### config.mk
export PLATFORM = sky130hd
export DESIGN_NAME = char_out_serializer
export DESIGN_NICKNAME = d
export VERILOG_FILES = /design/src/rtl/ser_pkg.sv /design/src/rtl/ser_word_buf.sv /design/src/rtl/ser_ctrl.sv /design/src/rtl/ser_char_out.sv /design/src/rtl/char_out_serializer.sv
export SDC_FILE = /design/constraint.sdc
export NUM_CORES = 1
export LEC_CHECK = 0
export CAP_MARGIN = 20
export CELL_PAD_IN_SITES_DETAIL_PLACEMENT = 1
export CELL_PAD_IN_SITES_GLOBAL_PLACEMENT = 1
export CORE_MARGIN = 8
export CORE_UTILIZATION = 38
export CTS_CLUSTER_SIZE = 30
export DETAILED_ROUTE_END_ITERATION = 8
export GPL_TIMING_DRIVEN = 0
export PLACE_DENSITY = 0.77
export RECOVER_POWER = 25
export SLEW_MARGIN = 20
export SYNTH_ARGS = -nofsm -noshare
export SYNTH_HDL_FRONTEND = slang
export SYNTH_SLANG_ARGS = --single-unit
export TNS_END_PERCENT = 20
### constraint.sdc
create_clock -name clk -period 3.4 [get_ports clk]
set_input_delay 0.34 -clock clk [delete_from_list [all_inputs] [get_ports clk]]
set_output_delay 0.34 -clock clk [all_outputs]
set_load 0.02 [all_outputs]
### src/rtl/ser_pkg.sv
package ser_pkg;
  typedef enum logic [1:0] {
    ST_IDLE  = 2'd0,
    ST_RUN   = 2'd1,
    ST_DRAIN = 2'd2,
    ST_EOR   = 2'd3
  } ser_state_e;
endpackage

### src/rtl/ser_word_buf.sv
module ser_word_buf #(
  parameter int CHAR_W    = 6,
  parameter int MAX_CHARS = 4,
  localparam int WORD_W   = CHAR_W * MAX_CHARS,
  localparam int IDX_W    = (MAX_CHARS > 1) ? $clog2(MAX_CHARS) : 1
) (
  input  logic              clk,
  input  logic              rst_n,
  input  logic              clear,
  input  logic              load,
  input  logic [WORD_W-1:0] load_word,
  input  logic [IDX_W-1:0]  cfg_last,
  input  logic              take,
  output logic              full,
  output logic              at_last,
  output logic [CHAR_W-1:0] cur_char
);
  logic [WORD_W-1:0] word_q;
  logic [IDX_W-1:0]  idx_q;
  logic              full_q;

  // character i of the word counted from the high-order end
  function automatic logic [CHAR_W-1:0] pick_char(input logic [WORD_W-1:0] w,
                                                  input logic [IDX_W-1:0]  i);
    logic [WORD_W-1:0] sh;
    sh = w >> (CHAR_W * (MAX_CHARS - 1 - int'(i)));
    return sh[CHAR_W-1:0];
  endfunction

  assign full     = full_q;
  assign at_last  = (idx_q == cfg_last);
  assign cur_char = pick_char(word_q, idx_q);

  always_ff @(posedge clk) begin
    if (!rst_n) begin
      word_q <= '0;
      idx_q  <= '0;
      full_q <= 1'b0;
    end else if (clear) begin
      idx_q  <= '0;
      full_q <= 1'b0;
    end else if (load) begin
      word_q <= load_word;
      idx_q  <= '0;
      full_q <= 1'b1;
    end else if (take) begin
      if (at_last) begin
        idx_q  <= '0;
        full_q <= 1'b0;
      end else begin
        idx_q <= idx_q + 1'b1;
      end
    end
  end
endmodule

### src/rtl/ser_ctrl.sv
module ser_ctrl
  import ser_pkg::*;
#(
  parameter int MAX_CHARS = 4,
  localparam int IDX_W    = (MAX_CHARS > 1) ? $clog2(MAX_CHARS) : 1
) (
  input  logic             clk,
  input  logic             rst_n,
  input  logic             cmd_start,
  input  logic             cmd_disc,
  input  logic             cmd_term,
  input  logic [IDX_W-1:0] cfg_chars,
  input  logic             buf_full,
  input  logic             dev_req,
  output logic [IDX_W-1:0] cfg_last,
  output logic             connected,
  output logic             word_ready,
  output logic             take_evt,
  output logic             blank_evt,
  output logic             abort_evt,
  output logic             buf_clear,
  output logic             eor_evt,
  output logic             done_evt
);
  ser_state_e       state_q, state_d;
  logic [IDX_W-1:0] cfg_q;
  logic             done_q;
  logic             serving;

  assign connected  = (state_q != ST_IDLE);
  assign abort_evt  = connected && cmd_disc;
  assign serving    = !abort_evt && dev_req &&
                      ((state_q == ST_RUN) || (state_q == ST_DRAIN));
  assign take_evt   = serving && buf_full;
  assign blank_evt  = serving && !buf_full && (state_q == ST_RUN);
  assign word_ready = (state_q == ST_RUN) && !buf_full;
  assign buf_clear  = abort_evt || (state_q == ST_IDLE);
  assign eor_evt    = (state_q == ST_EOR);
  assign done_evt   = done_q;
  assign cfg_last   = cfg_q;

  always_comb begin
    state_d = state_q;
    unique case (state_q)
      ST_IDLE:  if (cmd_start) state_d = ST_RUN;
      ST_RUN:   if (abort_evt) state_d = ST_IDLE;
                else if (cmd_term) state_d = ST_DRAIN;
      ST_DRAIN: if (abort_evt) state_d = ST_IDLE;
                else if (!buf_full) state_d = ST_EOR;
      ST_EOR:   state_d = ST_IDLE;
      default:  state_d = ST_IDLE;
    endcase
  end

  always_ff @(posedge clk) begin
    if (!rst_n) begin
      state_q <= ST_IDLE;
      cfg_q   <= '0;
      done_q  <= 1'b0;
    end else begin
      state_q <= state_d;
      done_q  <= (state_q == ST_EOR) && !abort_evt;
      if ((state_q == ST_IDLE) && cmd_start) cfg_q <= cfg_chars;
    end
  end
endmodule

### src/rtl/ser_char_out.sv
module ser_char_out #(
  parameter int CHAR_W = 6
) (
  input  logic              clk,
  input  logic              rst_n,
  input  logic              take,
  input  logic              blank,
  input  logic [CHAR_W-1:0] cur_char,
  output logic              strobe,
  output logic [CHAR_W-1:0] char_o,
  output logic              par_o
);
  // bit that makes the total count of ones odd
  function automatic logic odd_fill(input logic [CHAR_W-1:0] c);
    return ~(^c);
  endfunction

  logic [CHAR_W-1:0] next_char;
  assign next_char = blank ? '0 : cur_char;

  always_ff @(posedge clk) begin
    if (!rst_n) begin
      strobe <= 1'b0;
      char_o <= '0;
      par_o  <= 1'b0;
    end else begin
      strobe <= take || blank;
      if (take || blank) begin
        char_o <= next_char;
        par_o  <= odd_fill(next_char);
      end
    end
  end
endmodule

### src/rtl/char_out_serializer.sv
module char_out_serializer #(
  parameter int CHAR_W    = 6,
  parameter int MAX_CHARS = 4,
  localparam int WORD_W   = CHAR_W * MAX_CHARS,
  localparam int IDX_W    = (MAX_CHARS > 1) ? $clog2(MAX_CHARS) : 1
) (
  input  logic              clk,
  input  logic              rst_n,
  input  logic [IDX_W-1:0]  cfg_chars,
  input  logic              cmd_start,
  input  logic              cmd_disc,
  input  logic              cmd_term,
  input  logic              word_valid,
  input  logic [WORD_W-1:0] word_data,
  output logic              word_ready,
  input  logic              dev_req,
  output logic              dev_strobe,
  output logic [CHAR_W-1:0] dev_char,
  output logic              dev_par,
  output logic              eor_pulse,
  output logic              done_pulse,
  output logic              connected
);
  logic             buf_full, at_last, take_evt, blank_evt, abort_evt, buf_clear;
  logic             word_load;
  logic [IDX_W-1:0] cfg_last;
  logic [CHAR_W-1:0] cur_char;

  assign word_load = word_valid && word_ready;

  ser_ctrl #(.MAX_CHARS(MAX_CHARS)) u_ctrl (
    .clk(clk), .rst_n(rst_n),
    .cmd_start(cmd_start), .cmd_disc(cmd_disc), .cmd_term(cmd_term),
    .cfg_chars(cfg_chars), .buf_full(buf_full), .dev_req(dev_req),
    .cfg_last(cfg_last), .connected(connected), .word_ready(word_ready),
    .take_evt(take_evt), .blank_evt(blank_evt), .abort_evt(abort_evt),
    .buf_clear(buf_clear), .eor_evt(eor_pulse), .done_evt(done_pulse)
  );

  ser_word_buf #(.CHAR_W(CHAR_W), .MAX_CHARS(MAX_CHARS)) u_buf (
    .clk(clk), .rst_n(rst_n), .clear(buf_clear), .load(word_load),
    .load_word(word_data), .cfg_last(cfg_last), .take(take_evt),
    .full(buf_full), .at_last(at_last), .cur_char(cur_char)
  );

  ser_char_out #(.CHAR_W(CHAR_W)) u_out (
    .clk(clk), .rst_n(rst_n), .take(take_evt), .blank(blank_evt),
    .cur_char(cur_char), .strobe(dev_strobe), .char_o(dev_char), .par_o(dev_par)
  );
endmodule

==> metrics.log <==
[metrics] fill cell instance count of the final layout: ~700
[metrics] transition at the pin with the smallest max-transition slack: between 0.7 and 0.8 ns
[metrics] terminus of the critical flop-to-flop path: u_out.par_o
[metrics] total clock buffers created by CTS: 5
[metrics] remaining antenna violation count after routing: 0
[metrics] max-cap check violation count: 0
[metrics] Worst-Skew Late Latency: between 0.2 and 0.3 ns
[metrics] vias in the first global route: about 2.2k
[metrics] final instance area: between 2000 and 3000 sq um
[metrics] initial drt markers: between 40 and 50
[metrics] arrival time of the worst setup path: ~3.4 ns
[metrics] sequential fraction of design power: 0.504
[metrics] detailed-route via count: 2018
[metrics] clock sink total: 40
[metrics] area of the placeable core: ~6000 sq um
[metrics] initial antenna violation count: 0
[metrics] final clock period utilization by the worst path: 0.928
[metrics] Setup crit start kind: flop
[metrics] number of different library cells in the post-synthesis netlist: between 50 and 60
[metrics] number of cells produced by synthesis: approximately 260
[metrics] cell area after technology mapping: ~2300 sq um
[metrics] beginning of the worst hold path: u_out.char_o[0]
[metrics] total global routing overflow: 0
[metrics] master cell of the clock root buffer: clkbuf_8
[metrics] floorplan die width: between 90 and 100 um
[metrics] final count of pins violating max slew: 0
[metrics] number of nets in the synthesized netlist: approximately 300
[metrics] CTS tree: done
[metrics] weighted congestion reported at the end of routability-driven placement: 0.825
[metrics] critical path endpoint category: flop
[metrics] H-Tree Depth: 2
[metrics] fraction of the yosys area taken by sequential cells: 0.354
[metrics] fraction of power consumed by the clock network: 0.345
[metrics] hold_buf cts: 0
[metrics] ratio of total power to cell area: 336 nW/um^2
[metrics] shortest clock period the worst path allows after layout: roughly 3.2 ns
[metrics] post-CTS setup repair buffer count: 0
[metrics] Fin. Hold Viols: 0
[metrics] Avg Vias per Cell: 5.27
[metrics] routed wire length per instance: between 15 and 20 um
[metrics] VDD IR max: about 0.00018 V
[metrics] most common library cell in the layout ignoring fill and taps: nand2_1
[metrics] path type of the worst setup path: flop to flop
[metrics] Hold Path Cell Cnt: 2
[metrics] start of the worst register-to-register path: u_buf.idx_q[0]
[metrics] total iterations of the first detailed-routing run: 4
[metrics] Resize count post-CTS: 0
[metrics] hpwl dp: about 4700 um
[metrics] minimum setup slack among reg-to-reg paths: about 0.24 ns
[metrics] die footprint: approximately 8700 sq um
[metrics] share of synthesized registers carrying an async set or reset: 0
[metrics] Placed Area: around 2800 sq um
[metrics] layout cells sized above 1: 0.0909
[metrics] dpl ws: approximately 0.26 ns
[metrics] worst-case setup margin in the final layout: about 0.24 ns
[metrics] wire length of the first global-routing pass: around 10000 um
[metrics] maximum count of clock buffers along a single path: 2
[metrics] Most used DFF post-synth: dfxtp_1
[metrics] gr usage total: 0.143
[metrics] Sum Neg Setup Slack: 0 ns
[metrics] DRC violation count after routing: 0
[metrics] effective utilization at floorplan: 0.387
[metrics] EDFF count, synth: 0
[metrics] unrepaired setup endpoints after global routing: false
[metrics] internal power contribution: between 700 and 800 uW
[metrics] most frequent cells in the layout: nand2_1, dfxtp_1, a21oi_1
[metrics] synthesized area per cell: roughly 8.8 sq um
[metrics] maximum clock rate: 0.317 GHz
[metrics] worst hold endpoint: u_out.char_o[0]
[metrics] final antenna diode count: 0
[metrics] flip-flop and latch count after synthesis: 40
[metrics] floorplan die height: around 93 um
[metrics] final net count: 346
[metrics] clock transition at the register clock pins on the worst setup and hold paths after CTS: approximately 0.08 ns
[metrics] post-route clock skew: ~0.0086 ns
[metrics] number of rows in the core area: 28
[metrics] largest net degree at the start of global routing: 12
[metrics] WL final: 5960 um
[metrics] outcome: finished clean
[metrics] critical path required time: 3.60 ns
[metrics] final-layout worst hold slack: 0.454 ns
[metrics] net switching power figure: 251 uW
[metrics] maximum net fanout on the critical path: 10
[metrics] warning count from the yosys run: 0
[metrics] Slew headroom: 0.491
[metrics] total leakage power: about 0.0011 uW
[metrics] area overhead of the layout relative to synthesis: 27.6%
[metrics] net switching share of the total power: 0.259
[metrics] part of the total power dissipated in combinational logic: 0.151
[metrics] path type of the worst min-delay path: flop to flop
[metrics] count of pins on the block boundary: 45
[metrics] setup-violating endpoint count in the final report: 0
[metrics] Reg2Reg Depth: 10
[metrics] port bufs: 44
==> kinds of logic after synthesis <==
logic type                 count (synthesis)  share of synthesized area
xor gates and xnor gates                   6                     0.0293
and+or+nand+nor                           97                      0.184
muxes                                     23                      0.179
AOI/OAI and AO/OA                         60                      0.163
buffers and inverters                     24                     0.0575
adders and majority gates                  6                     0.0332
DFF                                       40                      0.354
==> layer usage <==
layer	track usage	wire length (um)	up-vias
met1	0.158	2660	961
li1	-	-	1010
met5	0	0	-
met4	0.0497	83	0
met3	0.0361	262	8
met2	0.260	2950	39
==> critical path, cell delays in order (launching register included) <==
cell and delay [ns]:
dfxtp_1 0.43, buf_2 0.27, inv_1 0.13, ha_1 0.31, buf_6 0.16, mux4_2 0.51, or2_0 0.22, a32oi_2 0.29
xnor3_1 0.38, a2111o_1 0.30, o311ai_1 0.07
==> metrics by stage <==
stage                     utilization  power (uW)  std cells
after floorplan                     -         575        256
after global placement          0.478         647        375
after detailed placement        0.478         650        375
after CTS                       0.493         982        383
after global routing            0.493        1020        383
final                           0.493         970        383
==> registers in the layout, indices dropped and copies added (netlist names) <==
signal / flops
u_buf.idx_q: 2
u_out.par_o: 1
u_ctrl.state_q: 2
u_out.strobe: 1
u_ctrl.done_evt: 1
u_ctrl.cfg_last: 2
u_buf.full: 1
u_out.char_o: 6
u_buf.word_q: 24
==> power by group through the flow <==
stage / logic (uW) / registers [uW] / clock network (uW)
CTS: 151 / 489 / 342
floorplan: 75.6 / 499 / 0
global placement: 146 / 500 / 0
detailed placement: 150 / 501 / 0
finish: 147 / 489 / 335
global route: 164 / 491 / 360
==> synthesized netlist by cell type, types with 2 or more instances <==
| library cell | instances | area share |
|---|---|---|
| nand2_1 | 60 | 0.10 |
| dfxtp_1 | 40 | 0.35 |
| a21oi_1 | 35 | 0.077 |
| nor2_1 | 17 | 0.028 |
| mux2i_1 | 9 | 0.040 |
| clkbuf_1 | 8 | 0.013 |
| inv_1 | 8 | 0.013 |
| ha_1 | 6 | 0.033 |
| mux4_1 | 6 | 0.070 |
| mux4_2 | 6 | 0.060 |
| nand3_1 | 4 | 0.0088 |
| a22oi_1 | 3 | 0.010 |
| clkbuf_8 | 3 | 0.018 |
| o21ai_0 | 3 | 0.0066 |
| xor2_1 | 3 | 0.012 |
| a211oi_1 | 2 | 0.0066 |
| a31oi_1 | 2 | 0.0055 |
| and2_2 | 2 | 0.0066 |
| buf_2 | 2 | 0.0044 |
| mux2_2 | 2 | 0.010 |
| nor2b_1 | 2 | 0.0055 |
| nor3_1 | 2 | 0.0044 |
| o22ai_1 | 2 | 0.0055 |
| xnor2_1 | 2 | 0.0077 |
==> cell type report <==
cell class                      instances  area, sq um  area share
Buffer                                 15         96.3      0.0334
Tap cell                               75         93.8      0.0325
Sequential cell                        40          801       0.277
Multi-Input combinational cell        192         1330       0.461
Inverter                                9         33.8      0.0117
Clock buffer                            8         90.1      0.0312
Timing Repair Buffer                   44          440       0.153
==> how the worst max path moves through the flow <==
stage | from | endpoint | slack (ns)
after CTS | u_buf.idx_q[0] | u_out.par_o | 0.24
after floorplan | u_buf.idx_q[0] | u_out.par_o | 0.58
after global placement | u_buf.idx_q[0] | u_out.par_o | 0.29
final | u_buf.idx_q[0] | u_out.par_o | 0.24
after global routing | u_buf.idx_q[0] | u_out.par_o | 0.08
after detailed placement | u_buf.idx_q[0] | u_out.par_o | 0.26
Note: power is estimated with default switching activity, not from simulation.
